`config.mk`:
```
export PLATFORM = sky130hd
export DESIGN_NAME = intr_redir_ctrl
export DESIGN_NICKNAME = d
export VERILOG_FILES = /design/src/rtl/intr_redir_pkg.sv /design/src/rtl/intr_redir_entries.sv /design/src/rtl/intr_redir_arbiter.sv /design/src/rtl/intr_redir_ctrl.sv
export SDC_FILE = /design/constraint.sdc
export NUM_CORES = 2
export LEC_CHECK = 0
export ABC_CLOCK_PERIOD_IN_PS = 6410
export BUFFER_PORTS_ARGS = -buffer_cell sky130_fd_sc_hd__buf_2
export CAP_MARGIN = 20
export CORE_UTILIZATION = 35
export DETAILED_ROUTE_END_ITERATION = 12
export PLACE_DENSITY_LB_ADDON = 0.08
export SLEW_MARGIN = 20
export SYNTH_ARGS = -nofsm -noshare
export SYNTH_HDL_FRONTEND = slang
export SYNTH_HIERARCHICAL = 1
export SYNTH_SLANG_ARGS = --single-unit
export TNS_END_PERCENT = 50
```
`constraint.sdc`:
```
create_clock -name clk -period 6.41 [get_ports clk]
set_input_delay 0.9615 -clock clk [delete_from_list [all_inputs] [get_ports clk]]
set_output_delay 0.9615 -clock clk [all_outputs]
set_load 0.005 [all_outputs]
```
`src/rtl/intr_redir_pkg.sv`:
```
package intr_redir_pkg;

    typedef struct packed {
        logic [7:0] dest;
        logic       mask;
        logic       level;
        logic       logical;
        logic [2:0] mode;
        logic [7:0] vector;
    } redir_cfg_t;

    localparam redir_cfg_t CFG_RESET = '{
        dest:    8'h00,
        mask:    1'b1,
        level:   1'b0,
        logical: 1'b0,
        mode:    3'h0,
        vector:  8'h00
    };

endpackage

```
`src/rtl/intr_redir_entries.sv`:
```
module intr_redir_entries
    import intr_redir_pkg::*;
#(
    parameter int unsigned NUM_PINS = 24,
    parameter int unsigned IDX_W    = 8,
    parameter int unsigned BASE_IDX = 16,
    parameter int unsigned PIN_W    = 5
) (
    input  logic                            clk,
    input  logic                            rst_n,
    input  logic [NUM_PINS-1:0]             pins_i,
    input  logic                            reg_wr_i,
    input  logic [IDX_W-1:0]                reg_idx_i,
    input  logic [31:0]                     reg_wdata_i,
    output logic [31:0]                     reg_rdata_o,
    input  logic                            busy_i,
    input  logic                            accept_i,
    input  logic [PIN_W-1:0]                cur_pin_i,
    input  logic                            eoi_valid_i,
    input  logic [7:0]                      eoi_vector_i,
    output redir_cfg_t [NUM_PINS-1:0]       cfg_o,
    output logic [NUM_PINS-1:0]             pend_o,
    output logic [NUM_PINS-1:0]             rirr_o
);

    localparam int unsigned SPAN = 2 * NUM_PINS;
    localparam int unsigned OFF_W = IDX_W + 1;

    typedef struct packed {
        redir_cfg_t [NUM_PINS-1:0] cfg;
        logic [NUM_PINS-1:0]       pend;
        logic [NUM_PINS-1:0]       rirr;
        logic [NUM_PINS-1:0]       prev;
    } ent_state_t;

    ent_state_t st_d, st_q;

    logic [OFF_W-1:0]    off;
    logic                in_rng;
    logic [NUM_PINS-1:0] lo_sel, hi_sel;
    logic [NUM_PINS-1:0] busy_vec, acc_vec, eoi_vec;

    assign off    = {1'b0, reg_idx_i} - OFF_W'(BASE_IDX);
    assign in_rng = ({1'b0, reg_idx_i} >= OFF_W'(BASE_IDX)) && (off < OFF_W'(SPAN));

    always_comb begin
        for (int i = 0; i < NUM_PINS; i++) begin
            lo_sel[i]   = in_rng && (off == OFF_W'(2 * i));
            hi_sel[i]   = in_rng && (off == OFF_W'(2 * i + 1));
            busy_vec[i] = busy_i && (cur_pin_i == PIN_W'(i));
            acc_vec[i]  = accept_i && (cur_pin_i == PIN_W'(i));
            eoi_vec[i]  = eoi_valid_i && st_q.cfg[i].level &&
                          (st_q.cfg[i].vector == eoi_vector_i);
        end
    end

    always_comb begin
        st_d      = st_q;
        st_d.prev = pins_i;
        for (int i = 0; i < NUM_PINS; i++) begin
            if (reg_wr_i && lo_sel[i]) begin
                st_d.cfg[i].vector  = reg_wdata_i[7:0];
                st_d.cfg[i].mode    = reg_wdata_i[10:8];
                st_d.cfg[i].logical = reg_wdata_i[11];
                st_d.cfg[i].level   = reg_wdata_i[15];
                st_d.cfg[i].mask    = reg_wdata_i[16];
            end
            if (reg_wr_i && hi_sel[i]) begin
                st_d.cfg[i].dest = reg_wdata_i[31:24];
            end

            if (st_q.cfg[i].level) begin
                if (busy_vec[i]) begin
                    st_d.pend[i] = ~acc_vec[i];
                end else begin
                    st_d.pend[i] = pins_i[i] & ~st_q.cfg[i].mask & ~st_q.rirr[i];
                end
                if (acc_vec[i]) begin
                    st_d.rirr[i] = 1'b1;
                end else if (eoi_vec[i]) begin
                    st_d.rirr[i] = 1'b0;
                end
            end else begin
                st_d.rirr[i] = 1'b0;
                if (acc_vec[i]) begin
                    st_d.pend[i] = 1'b0;
                end else if (st_q.cfg[i].mask && !busy_vec[i]) begin
                    st_d.pend[i] = 1'b0;
                end else if (pins_i[i] && !st_q.prev[i] && !st_q.cfg[i].mask) begin
                    st_d.pend[i] = 1'b1;
                end
            end
        end
    end

    always_ff @(posedge clk or negedge rst_n) begin
        if (!rst_n) begin
            st_q.pend <= '0;
            st_q.rirr <= '0;
            st_q.prev <= '0;
            for (int i = 0; i < NUM_PINS; i++) begin
                st_q.cfg[i] <= CFG_RESET;
            end
        end else begin
            st_q <= st_d;
        end
    end

    always_comb begin
        reg_rdata_o = '0;
        for (int i = 0; i < NUM_PINS; i++) begin
            if (lo_sel[i]) begin
                reg_rdata_o = {15'h0000, st_q.cfg[i].mask, st_q.cfg[i].level,
                               st_q.rirr[i], 1'b0, st_q.pend[i],
                               st_q.cfg[i].logical, st_q.cfg[i].mode,
                               st_q.cfg[i].vector};
            end
            if (hi_sel[i]) begin
                reg_rdata_o = {st_q.cfg[i].dest, 24'h000000};
            end
        end
    end

    assign cfg_o  = st_q.cfg;
    assign pend_o = st_q.pend;
    assign rirr_o = st_q.rirr;

endmodule

```
`src/rtl/intr_redir_arbiter.sv`:
```
module intr_redir_arbiter #(
    parameter int unsigned NUM_PINS = 24,
    parameter int unsigned PIN_W    = 5
) (
    input  logic [NUM_PINS-1:0] req_i,
    output logic                gnt_valid_o,
    output logic [PIN_W-1:0]    gnt_idx_o
);

    always_comb begin
        gnt_valid_o = 1'b0;
        gnt_idx_o   = '0;
        for (int i = NUM_PINS - 1; i >= 0; i--) begin
            if (req_i[i]) begin
                gnt_valid_o = 1'b1;
                gnt_idx_o   = PIN_W'(i);
            end
        end
    end

endmodule

```
`src/rtl/intr_redir_ctrl.sv`:
```
module intr_redir_ctrl
    import intr_redir_pkg::*;
#(
    parameter int unsigned NUM_PINS = 24,
    parameter int unsigned IDX_W    = 8,
    parameter int unsigned BASE_IDX = 16,
    parameter int unsigned PIN_W    = (NUM_PINS > 1) ? $clog2(NUM_PINS) : 1
) (
    input  logic                clk,
    input  logic                rst_n,
    input  logic [NUM_PINS-1:0] irq_pins_i,
    input  logic                reg_wr_i,
    input  logic [IDX_W-1:0]    reg_idx_i,
    input  logic [31:0]         reg_wdata_i,
    output logic [31:0]         reg_rdata_o,
    output logic                msg_valid_o,
    input  logic                msg_ready_i,
    output logic [PIN_W-1:0]    msg_pin_o,
    output logic [7:0]          msg_vector_o,
    output logic [7:0]          msg_dest_o,
    output logic                msg_logical_o,
    output logic                msg_level_o,
    output logic [2:0]          msg_mode_o,
    input  logic                eoi_valid_i,
    input  logic [7:0]          eoi_vector_i
);

    typedef struct packed {
        logic             valid;
        logic [PIN_W-1:0] pin;
        logic [7:0]       vector;
        logic [7:0]       dest;
        logic             logical;
        logic             level;
        logic [2:0]       mode;
    } out_msg_t;

    out_msg_t o_d, o_q;

    redir_cfg_t [NUM_PINS-1:0] cfg_vec;
    logic [NUM_PINS-1:0]       pend_vec, rirr_vec, mask_vec, req_vec;
    logic                      gnt_valid;
    logic [PIN_W-1:0]          gnt_idx;
    logic                      accept;
    redir_cfg_t                sel_cfg;

    assign accept = o_q.valid && msg_ready_i;

    intr_redir_entries #(
        .NUM_PINS (NUM_PINS),
        .IDX_W    (IDX_W),
        .BASE_IDX (BASE_IDX),
        .PIN_W    (PIN_W)
    ) u_entries (
        .clk          (clk),
        .rst_n        (rst_n),
        .pins_i       (irq_pins_i),
        .reg_wr_i     (reg_wr_i),
        .reg_idx_i    (reg_idx_i),
        .reg_wdata_i  (reg_wdata_i),
        .reg_rdata_o  (reg_rdata_o),
        .busy_i       (o_q.valid),
        .accept_i     (accept),
        .cur_pin_i    (o_q.pin),
        .eoi_valid_i  (eoi_valid_i),
        .eoi_vector_i (eoi_vector_i),
        .cfg_o        (cfg_vec),
        .pend_o       (pend_vec),
        .rirr_o       (rirr_vec)
    );

    always_comb begin
        for (int i = 0; i < NUM_PINS; i++) begin
            mask_vec[i] = cfg_vec[i].mask;
        end
    end

    assign req_vec = pend_vec & ~mask_vec;

    intr_redir_arbiter #(
        .NUM_PINS (NUM_PINS),
        .PIN_W    (PIN_W)
    ) u_arb (
        .req_i       (req_vec),
        .gnt_valid_o (gnt_valid),
        .gnt_idx_o   (gnt_idx)
    );

    assign sel_cfg = cfg_vec[gnt_idx];

    always_comb begin
        o_d = o_q;
        if (accept) begin
            o_d.valid = 1'b0;
        end else if (!o_q.valid && gnt_valid) begin
            o_d.valid   = 1'b1;
            o_d.pin     = gnt_idx;
            o_d.vector  = sel_cfg.vector;
            o_d.dest    = sel_cfg.logical ? sel_cfg.dest : {4'h0, sel_cfg.dest[3:0]};
            o_d.logical = sel_cfg.logical;
            o_d.level   = sel_cfg.level;
            o_d.mode    = sel_cfg.mode;
        end
    end

    always_ff @(posedge clk or negedge rst_n) begin
        if (!rst_n) begin
            o_q <= '0;
        end else begin
            o_q <= o_d;
        end
    end

    assign msg_valid_o   = o_q.valid;
    assign msg_pin_o     = o_q.pin;
    assign msg_vector_o  = o_q.vector;
    assign msg_dest_o    = o_q.dest;
    assign msg_logical_o = o_q.logical;
    assign msg_level_o   = o_q.level;
    assign msg_mode_o    = o_q.mode;

endmodule

```
; ---- After elaboration in Yosys (flattened, before gate mapping)
; Index checks and enable logic that the tools add are counted.
[classes]
order_cmp = 3
n_eq_ne = 118
n_mux = 293
n_addsub = 1
n_mul = 0
div_mod_pow = 0
n_reduce_logical = 368
n_shift = 0
bitwise = 123
[ops]
columns = op, count
row1 = $mux 32, 47
row2 = $logic_and 1x1->1, 267
row3 = $mux 1, 217
row4 = $eq 8x8->1, 24
row5 = $eq 9x5->1 const B, 16
row6 = $eq 9x6->1 const B, 16
row7 = $mux 5, 24
row8 = $bmux 22 s5, 1
row9 = $reduce_bool 4->1, 24
row10 = $logic_not 1->1, 73
row11 = $not 1->1, 73
row12 = $eq 9x4->1 const B, 8
row13 = $ne 3x3->1 const B, 24
row14 = $and 1x1->1, 48
row15 = $eq 5x4->1 const B, 8
row16 = $eq 5x5->1 const B, 8
row17 = $eq 9x3->1 const B, 4
row18 = $mux 27, 1
row19 = $and 24x24->24, 1
row20 = $not 24->24, 1
row21 = $mux 22, 1
row22 = $eq 5x3->1 const B, 4
row23 = $eq 9x2->1 const B, 2
row24 = $mux 17, 1
row25 = other kinds (12), 13
[totals]
in_bits = 77
n_memories = 0
ff_bits = 627
mem_bits_ro = 0
ramBits = 0
latch_bits = 0
wordCells = 1106

; ---- Longest topological paths before layout
[depth]
depth_word = 52
depth_mapped = 16
ltp_nobuf = 10

; ---- By module
; The synthesis kept the hierarchy.
[by_module_without_submodules]
columns = module, area_each_um2, n_inst, cells_per_inst, seq_area_each_um2
row1 = intr_redir_entries, 35414.0, 1, 3282, 15044.4
row2 = intr_redir_ctrl, 5077.4, 1, 365, 675.6
row3 = intr_redir_arbiter, 291.5, 1, 47, 0.0

; ---- Least setup slack after synthesis
; Ideal clock, no wire load.
[synth_timing]
kind = input -> output
startpoint = in reg_idx_i[4]
endpoint = out reg_rdata_o[25]
path_stages = 13
arrival_time_ns = 3.458
path_slack_ns = 1.990
cell_sequence = buf_2 -> inv_1 -> ha_1 -> and4bb_1 -> a211o_1 -> buf_2 -> buf_6 -> nor3_2 -> a222oi_1 -> and3_1 -> o21ai_1 -> a211oi_1 -> a21oi_1
[synth_between]
elab_chain_cells = 51
word_cells_on_any_way = 145
[synth_rtl]
columns = element, line
row1 = "start, declared", intr_redir_ctrl.sv:13  ; input logic [IDX_W-1:0] reg_idx_i,
row2 = $sub 8x5->9, intr_redir_entries.sv:43  ; assign off = {1'b0, reg_idx_i} - OFF_W'(BASE_IDX);
row3 = $lt 9x6->1, intr_redir_entries.sv:44  ; assign in_rng = ({1'b0, reg_idx_i} >= OFF_W'(BASE_IDX)) && (off < OFF_W'(SPAN));
row4 = $logic_and 1x1->1, intr_redir_entries.sv:44
row5 = $logic_and 1x1->1, intr_redir_entries.sv:49  ; hi_sel[i] = in_rng && (off == OFF_W'(2 * i + 1));
row6 = $mux 32, intr_redir_entries.sv:118  ; if (hi_sel[i]) begin
row7 = $mux 32, intr_redir_entries.sv:112  ; if (lo_sel[i]) begin
row8 = $mux 32, intr_redir_entries.sv:118
row9 = $mux 32, intr_redir_entries.sv:112
row10 = [... 35 more ...], -
row11 = $mux 32, intr_redir_entries.sv:112
row12 = $mux 32, intr_redir_entries.sv:118
row13 = $mux 32, intr_redir_entries.sv:112
row14 = $mux 32, intr_redir_entries.sv:118
row15 = $mux 32, intr_redir_entries.sv:112
row16 = $mux 32, intr_redir_entries.sv:118
row17 = $mux 32, intr_redir_entries.sv:112
row18 = $mux 32 (*), intr_redir_entries.sv:118
row19 = "end, declared", intr_redir_ctrl.sv:15  ; output logic [31:0] reg_rdata_o,
; Every way passes the cells marked *; elsewhere a longest branch is shown, timed or not.

; ---- Final worst setup path
[layout_timing]
startpoint = in reg_idx_i[4]
endpoint = out reg_rdata_o[10]
[layout_between]
elab_chain_cells = 52
word_cells_on_any_way = 148
[layout_rtl]
columns = element, line
row1 = $sub 8x5->9, intr_redir_entries.sv:43
row2 = $lt 9x6->1, intr_redir_entries.sv:44
row3 = $logic_and 1x1->1, intr_redir_entries.sv:44
row4 = $logic_and 1x1->1, intr_redir_entries.sv:48  ; lo_sel[i] = in_rng && (off == OFF_W'(2 * i));
row5 = $mux 17, intr_redir_entries.sv:112
row6 = $mux 32, intr_redir_entries.sv:118
row7 = $mux 32, intr_redir_entries.sv:112
row8 = $mux 32, intr_redir_entries.sv:118
row9 = [... 36 more ...], -
row10 = $mux 32, intr_redir_entries.sv:112
row11 = $mux 32, intr_redir_entries.sv:118
row12 = $mux 32, intr_redir_entries.sv:112
row13 = $mux 32, intr_redir_entries.sv:118
row14 = $mux 32, intr_redir_entries.sv:112
row15 = $mux 32, intr_redir_entries.sv:118
row16 = $mux 32, intr_redir_entries.sv:112
row17 = $mux 32 (*), intr_redir_entries.sv:118
; Marks and branches as above.

==> summary.md <==
| Metric | Value |
|---|---|
| Sink count of the clock tree | `627` |
| DR vias/cell | `5.96` |
| CP Launch Type | `primary input` |
| Sequential share of power | `38.0%` |
| Via count | `28500` |
| Net Sw Frac | `32.4%` |
| CORE AREA | `115000 um^2` |
| Critical path buffers and inverters | `4` |
| CTS Buffer Depth | `3` |
| DRT Pass-1 Iters | `12` |
| Initial Utilization | `35.4%` |
| Setup-failing EPs final | `0` |
| Global route total overflow | `0` |
| Gate power share | `23.3%` |
| Final instance area | `41700 um^2` |
| Die area | `117000 um^2` |
| Unrepaired setup endpoints after global routing | `false` |
| Chip width | `343 um` |
| Synth-to-Final Area Change | `2.63%` |
| Worst hold path class | `in2async` |
| Maxcap violations | `0` |
| Slew headroom | `19.0%` |
| Hold-fix buffer count after cts | `0` |
| Routability cong. | `0.925` |
| P_int | `8.09 mW` |
| Critical Path Stages | `12` |
| Total CTS buffers | `79` |
| Worst slew pin tran | `1.21 ns` |
| CP Class | `in2out` |
| Post-CTS Resized | `0` |
| Max Slew Vio Count | `0` |
| Worst Skew | `0.0335 ns` |
| DP Worst Slack | `0.307 ns` |
| Post-Synthesis Cells | `3670` |
| Final Hold Fails | `0` |
| Synth warn | `6` |
| Drt drc | `12` |
| Switch Pwr | `3.87 mW` |
| Post-CTS setup buffer count | `0` |
| Final min period | `6.25 ns` |
| GRT Total Usage | `25.8%` |
| PortBufs | `117` |
| Peak VDD IR | `273 uV` |
| TNS Setup | `0 ns` |
| Global-route wire length before repair | `218000 um` |
| Reg2Reg Depth | `9` |
| Row cnt | `124` |
| Root Driver | `clkbuf_16` |
| FILL cells | `11200` |
| Pin count of the biggest net entering global routing | `174` |
| Crit path largest cell delay | `0.60 ns` |
| Drt total wl | `153000 um` |
| DP Area | `39000 um^2` |
| I/O pins | `136` |
| Die height | `343 um` |
| Critical path's slowest cell | `a211o_2` |
| Layout cells sized above 1 | `35.0%` |
| Mean post-synth cell area | `11.1 um^2` |
| Crit. End Element | `primary output` |
| Vias in the first global route | `28400` |
| Clock transition at the registers of the reported paths | `0.06 ns` |
| Critical Path RT | `5.45 ns` |
| Initial antenna violation count | `10` |
| CP top delay family | `simple AND/OR/NAND/NOR gates` |
| Number of H-tree levels | `3` |
| Fmax | `160 MHz` |
| Total power per unit cell area | `287 nW/um^2` |
| Starting DRT DRC Count | `2893` |
| Register area | `15700 um^2` |
| CTS tree | `built` |
| Routed WL per cell | `32.1 um` |
| Multi-input gate area | `19700 um^2` |
| Status | `finished with violations` |
| Failing checks | `DRC` |
| Crit Path Max Fanout | `20` |
| Critical Path, Cell by Cell | `buf_2 -> inv_1 -> ha_1 -> nor4_2 -> a211o_2 -> or3_1 -> and3_1 -> and2_4 -> or3b_1 -> a31oi_1 -> buf_4 -> buf_2` |
| DP HPWL | `112000 um` |
| Final WS setup | `0.165 ns` |
| CP arrival | `5.28 ns` |
| Leak | `18.5 nW` |
| Fin nets | `3287` |
| Post-Syn Area | `40600 um^2` |
| Clk pwr share | `38.6%` |
| Most used cell along the critical path | `buf_2` |
| Period utilization | `97.4%` |
| Worst skew pair latency | `0.67 ns` |
| Final ANT Viol Nets | `0` |
[metal layers]
layer	vias up	part of all wire, %	track usage, %	wire length (um)
met2	1275	42	37.1	65100
met5	-	0.027	0	42
met3	205	8.1	5.47	12400
met4	8	2.5	6.53	3810
met1	15000	47	39.0	72000
li1	12000	-	-	-
[final cells by class]
cell class / instances / share of cell area, %
multi-input combinational: 2239 / 47.3
timing repair buffer: 243 / 3.96
inverter: 15 / 0.135
clock inverter: 26 / 0.667
antenna: 2 / 0.0120
sequential: 627 / 37.7
clock buffer: 118 / 5.70
tap: 1512 / 4.54
[power groups by stage]
stage | clock network [mW] | registers [mW] | logic [mW]
finish | 4.62 | 4.55 | 2.79
global route | 4.88 | 4.59 | 2.98
CTS | 4.74 | 4.55 | 2.83
floorplan | 0 | 4.51 | 2.02
detailed placement | 0 | 4.62 | 2.82
global placement | 0 | 4.60 | 2.80
[cells in the final DEF, fill, tap and decap left out, drive strengths merged, types with 16 or more instances in the layout]
| cell type | count |
|---|---|
| xnor2 | 25 |
| and3 | 16 |
| clkbuf | 118 |
| mux4 | 142 |
| dfstp | 24 |
| and2 | 19 |
| a222oi | 31 |
| a22o | 26 |
| buf | 243 |
| a21boi | 25 |
| a221oi | 38 |
| mux2i | 54 |
| nor2b | 43 |
| nor4 | 39 |
| a21oi | 153 |
| xor2 | 168 |
| a31oi | 18 |
| mux2 | 551 |
| dfrtp | 603 |
| nand3 | 44 |
| a211oi | 28 |
| inv | 17 |
| nor2 | 130 |
| clkinv | 16 |
| nor3 | 67 |
| nand2b | 34 |
| nand2 | 187 |
| o21ai | 117 |
| a22oi | 68 |
| nor3b | 18 |
| o41ai | 24 |
[registers in the layout, summed over array words and instances (netlist names)]
register,flops
u_entries/st_q,24
u_entries/cfg_o,528
msg_valid_o,1
msg_level_o,1
msg_vector_o,8
msg_mode_o,3
msg_dest_o,8
msg_logical_o,1
u_entries/rirr_o,24
msg_pin_o,5
u_entries/pend_o,24
[metrics by stage]
step / hold WS [ns] / cells / util [%] / power [mW]
floorplan: 0.488 / 3677 / - / 6.53
global placement: 0.487 / 4635 / 34.0 / 7.41
detailed placement: 0.496 / 4635 / 34.0 / 7.44
CTS: 0.200 / 4779 / 36.3 / 12.1
global route: 0.219 / 4782 / 36.3 / 12.4
finish: 0.219 / 4782 / 36.3 / 12.0
[worst paths after layout]
| path | start | endpoint | slack (ns) |
|---|---|---|---|
| worst min-delay path | rst_n | u_entries/cfg_o[110]$_DFFE_PN0P_ | 0.22 |
| worst max-delay path | reg_idx_i[4] | reg_rdata_o[10] | 0.16 |
| worst min register to register | msg_dest_o[1]$_DFFE_PN0P_ | msg_dest_o[1]$_DFFE_PN0P_ | 0.50 |
| max in group asynchronous | rst_n | u_entries/pend_o[21]$_DFFE_PN0P_ | 4.80 |
| min in group clk | irq_pins_i[23] | u_entries/st_q[23]$_DFF_PN0_ | 0.43 |
| worst max register to register | u_entries/cfg_o[277]$_DFFE_PN1P_ | msg_vector_o[3]$_DFFE_PN0P_ | 1.53 |
Power figures use the tool's default switching activity.
